==> config.mk <==
export PLATFORM = sky130hd
export DESIGN_NAME = psr_unit
export DESIGN_NICKNAME = d
export VERILOG_FILES = /design/src/rtl/psr_unit.sv
export SDC_FILE = /design/constraint.sdc
export NUM_CORES = 1
export LEC_CHECK = 0
export BUFFER_PORTS_ARGS = -buffer_cell sky130_fd_sc_hd__buf_2
export CELL_PAD_IN_SITES_DETAIL_PLACEMENT = 1
export CELL_PAD_IN_SITES_GLOBAL_PLACEMENT = 1
export CORE_ASPECT_RATIO = 0.6
export CORE_MARGIN = 2
export CORE_UTILIZATION = 10
export CTS_CLUSTER_SIZE = 24
export DETAILED_ROUTE_END_ITERATION = 8
export HOLD_SLACK_MARGIN = 0.05
export PLACE_DENSITY_LB_ADDON = 0.05
export SLEW_MARGIN = 20
export SYNTH_ARGS = -nofsm -noshare
export SYNTH_HDL_FRONTEND = slang
export SYNTH_SLANG_ARGS = --single-unit
==> constraint.sdc <==
create_clock -name clk -period 1 [get_ports clk]
set_input_delay 0.1 -clock clk [delete_from_list [all_inputs] [get_ports clk]]
set_output_delay 0.1 -clock clk [all_outputs]
set_load 0.03 [all_outputs]
==> src/rtl/psr_unit.sv <==
module psr_unit #(
  parameter int XLEN = 32,
  parameter int CTRL_W = 8,
  parameter logic [CTRL_W-1:0] CTRL_RST = 8'hD3
) (
  input  logic            clk,
  input  logic            rst_n,
  input  logic [1:0]      op_kind,
  input  logic [XLEN-1:0] opnd_a,
  input  logic [XLEN-1:0] opnd_b,
  input  logic [XLEN-1:0] alu_res,
  input  logic            alu_cy,
  input  logic            flag_we,
  input  logic            sw_we,
  input  logic [XLEN-1:0] sw_data,
  input  logic [XLEN-1:0] sw_mask,
  input  logic            priv,
  output logic [XLEN-1:0] psr
);

  localparam int FLG_W = 4;
  localparam int RSV_W = XLEN - FLG_W - CTRL_W;
  localparam logic [1:0] OP_ADD = 2'b00;
  localparam logic [1:0] OP_SUB = 2'b01;

  logic [FLG_W-1:0]  flg_q, flg_d;
  logic [CTRL_W-1:0] ctl_q, ctl_d;

  wire is_add   = (op_kind == OP_ADD);
  wire is_sub   = (op_kind == OP_SUB);
  wire is_arith = is_add | is_sub;

  wire sa = opnd_a[XLEN-1];
  wire sb = opnd_b[XLEN-1];
  wire sr = alu_res[XLEN-1];

  wire n_new = sr;
  wire z_new = ~|alu_res;
  wire c_new = is_sub ? ~alu_cy : alu_cy;
  wire v_new = is_sub ? ((sa != sb) && (sr != sa)) : ((sa == sb) && (sr != sa));

  wire [FLG_W-1:0] alu_flg = is_arith ? {n_new, z_new, c_new, v_new}
                                      : {n_new, z_new, flg_q[1:0]};

  wire [FLG_W-1:0]  fm = sw_mask[XLEN-1 -: FLG_W];
  wire [FLG_W-1:0]  fd = sw_data[XLEN-1 -: FLG_W];
  wire [CTRL_W-1:0] cm = sw_mask[CTRL_W-1:0];
  wire [CTRL_W-1:0] cd = sw_data[CTRL_W-1:0];

  always_comb begin
    flg_d = flg_q;
    if (flag_we)    flg_d = alu_flg;
    else if (sw_we) flg_d = (flg_q & ~fm) | (fd & fm);
  end

  always_comb begin
    ctl_d = ctl_q;
    if (sw_we && priv) ctl_d = (ctl_q & ~cm) | (cd & cm);
  end

  always_ff @(posedge clk) begin
    if (!rst_n) begin
      flg_q <= '0;
      ctl_q <= CTRL_RST;
    end else begin
      flg_q <= flg_d;
      ctl_q <= ctl_d;
    end
  end

  assign psr = {flg_q, {RSV_W{1'b0}}, ctl_q};

  AST_N_SIGN: assert property (@(posedge clk) disable iff (!rst_n)
    flag_we |=> psr[XLEN-1] == $past(alu_res[XLEN-1]));
  AST_Z_ZERO: assert property (@(posedge clk) disable iff (!rst_n)
    flag_we |=> psr[XLEN-2] == ($past(alu_res) == '0));
  AST_SUB_CARRY: assert property (@(posedge clk) disable iff (!rst_n)
    (flag_we && op_kind == OP_SUB) |=> psr[XLEN-3] == !$past(alu_cy));
  AST_LOGIC_KEEP_CV: assert property (@(posedge clk) disable iff (!rst_n)
    (flag_we && op_kind[1]) |=> psr[XLEN-3 -: 2] == $past(psr[XLEN-3 -: 2]));
  AST_FLAGS_HOLD: assert property (@(posedge clk) disable iff (!rst_n)
    (!flag_we && !sw_we) |=> $stable(psr[XLEN-1 -: FLG_W]));
  AST_CTRL_LOCKED: assert property (@(posedge clk) disable iff (!rst_n)
    !(sw_we && priv) |=> $stable(psr[CTRL_W-1:0]));

endmodule

==> impl_metrics.toml <==
[outcome]
status = "finished clean"

[final_layout]
layout.cells.non_filler = 293
nets = 354
n_fill_cell = 1009
final_core_util_pct = 16.7
area_delta_synth_final_pct = 62.4
finalInstanceArea_um2 = 1320
drive_gt1_share_pct = 46.5
num_antenna_cells = 0

[clock_tree]
cts.sinks = 12
cts_tree = "yes"
clk_pin_slew_worst_paths_ns = 0.04
ctsHtreeMaxLevel = 1
ctsResizeCount = 0
cts_root_buf = "clkbuf_16"
clock_latency_ns = 0.24
clockBufferDepth = 2
numCtsBuffers = 3

[synth]
synth.distinct_cells = 28
ys_ff_latch = 12
avgSynthCellArea_um2 = 7.66
yosysWarningCount = 0
synthFlopType = "dfxtp_1"
ys_seq_area_share_pct = 29.6
synth_area_um2 = 812
syn_inst = 106
synth_edf_count = 0
async_flop_share_pct = 0

[global_routing]
grtUsageTotal_pct = 7.44
top_usage_layer = "met2"
grtUsageMet2_pct = 12.4
antenna_found_initial = 0
grt_max_degree = 17
use_met1_pct = 9.66
grt_pass1_vias = 1058
grtUsageMet3_pct = 1.94
overflow = 0
grt_first_pass_wirelength_mm = 5.15

[timing]
fmax_mhz = 1000
slew_viol_final = 0
finalHoldViolCount = 0
post-route-period-util_pct = 99.9
finClkSkew_ns = 0
period_minus_slack_ns = 0.999
grt_setup_unrepaired = "yes"
setup_viol_count_final = 0

[critical_path]
worstPathRequired_ns = 1.13
crit_fanout = 2
cp_data_arrival_time_ns = 1.13
end_kind = "register"
crit_type = "reg2reg"
startpoint_type = "register"

[die]
coreArea_um2 = 7880
pin_count = 200
initial_utilization_pct = 10.3
die_area_um2 = 8880
die_y_um = 73.8
rows = 25
die_w_um = 120

[detailed_routing]
dr.pass1.iters = 2
wire_per_inst_um = 10.8
postRouteAntennaNets = 0
drt_wl_total_mm = 3.17
num_vias = 967
drtIter0Drc = 6
viasPerCell = 3.30
drc = 0

[placed_design]
hpwlAfterDp_mm = 2.82
place_congestion = 0.667
dp.cells = 289
port-buffer-count = 77
place_area_um2 = 1240

[worst_hold_path]
hp-class = "in2reg"

[power]
power_density_nw_per_um2 = 1300
peakVddDrop_uv = 449
power.internal_w = 0.00120
swShare_pct = 29.6
combinationalPowerShare_pct = 25.4
p_leak_nw = 0.652
pwr-share-clk_pct = 44.4
power_switching_w = 0.000507
pwr-share-seq_pct = 30.2

[run]
cap_violations = 0
-- per-stage QoR --
step | total power [W] | hold WS [ns] | setup TNS (ns) | setup slack (ns)
floorplan | 0.000841 | 0.237 | -0.0201 | -0.0201
detailed placement | 0.000966 | 0.346 | -0.0709 | -0.0709
finish | 0.00171 | 0.0943 | 0 | 0.00107
CTS | 0.00176 | 0.0944 | -0.00635 | -0.00635
global placement | 0.000958 | 0.341 | -0.136 | -0.136
global route | 0.00183 | 0.113 | -0.0423 | -0.0423
-- critical path, stage by stage, from the launching register on --
cell and delay [ns]:
dfxtp_4 0.33, a21boi_2 0.14, a311o_1 0.26, and3_1 0.16
-- worst paths after layout --
check / from / depth (start not counted) / slack [ns] / to
setup / recovery: register / 3 / 0.001 / register
hold / removal: sw_data[6] / 3 / 0.09 / register
setup reg to reg: register / 3 / 0.001 / register
hold reg to reg: register / 2 / 0.46 / register
-- power by group through the flow --
stage	clock network (W)	logic (W)	registers, W
floorplan	0	0.000264	0.000577
global placement	0	0.000433	0.000526
detailed placement	0	0.000440	0.000526
CTS	0.000797	0.000442	0.000517
global route	0.000826	0.000482	0.000520
finish	0.000760	0.000435	0.000517
-- layout by cell type, fill, tap and decap left out, drive strengths merged --
master  count
a21boi      4
xnor2       1
nor2        4
or3         1
a311o       1
conb       20
nor3        1
o21ai       2
clkbuf      4
buf        80
and2b       1
nor4        8
and2        2
xor2        1
and3        1
nand2      22
mux2i       1
dfxtp      12
nand4       2
a31oi       1
nand3b      1
o311ai      2
nand3      13
-- layer usage --
metal	share of wire (%)	routed length, um
met1	47	1480
met2	46	1450
met3	6.6	208
met4	0.79	25
met5	0	0
-- cell usage after synthesis, types with 2 or more instances --
cell | number | share of area [%]
nor2_1 | 4 | 1.8
nor4_1 | 8 | 6.2
dfxtp_1 | 12 | 30
a21boi_1 | 4 | 3.7
o311ai_1 | 2 | 2.2
nand2_1 | 22 | 10
buf_4 | 20 | 18
nand4_1 | 2 | 1.5
nand3_1 | 13 | 8.0
-- repair_timing --
item                       CTS  global route
setup endpoints to repair    1             1
hold buffers                 0             0
setup buffers                0             0
-- final cells by class --
type                       count  area (um^2)  area share, %
tap                          108          135           10.2
clock buffer                   4         78.8           5.98
timing repair buffer          80          408           30.9
multi-input combinational     89          453           34.3
sequential                    12          244           18.5
-- cells by family (layout without fill, tap and decap cells) --
| family | after synthesis | after routing | synth area share, % |
|---|---|---|---|
| compound gates | 10 | 10 | 9.09 |
| xor+xnor | 2 | 2 | 2.16 |
| buf+inv | 24 | 84 | 23.9 |
| flops | 12 | 12 | 29.6 |
| mux | 1 | 1 | 1.23 |
| other cells | 1 | 20 | 0.462 |
| simple gates | 56 | 56 | 33.6 |
No activity file was read; power rests on OpenSTA's default activity.
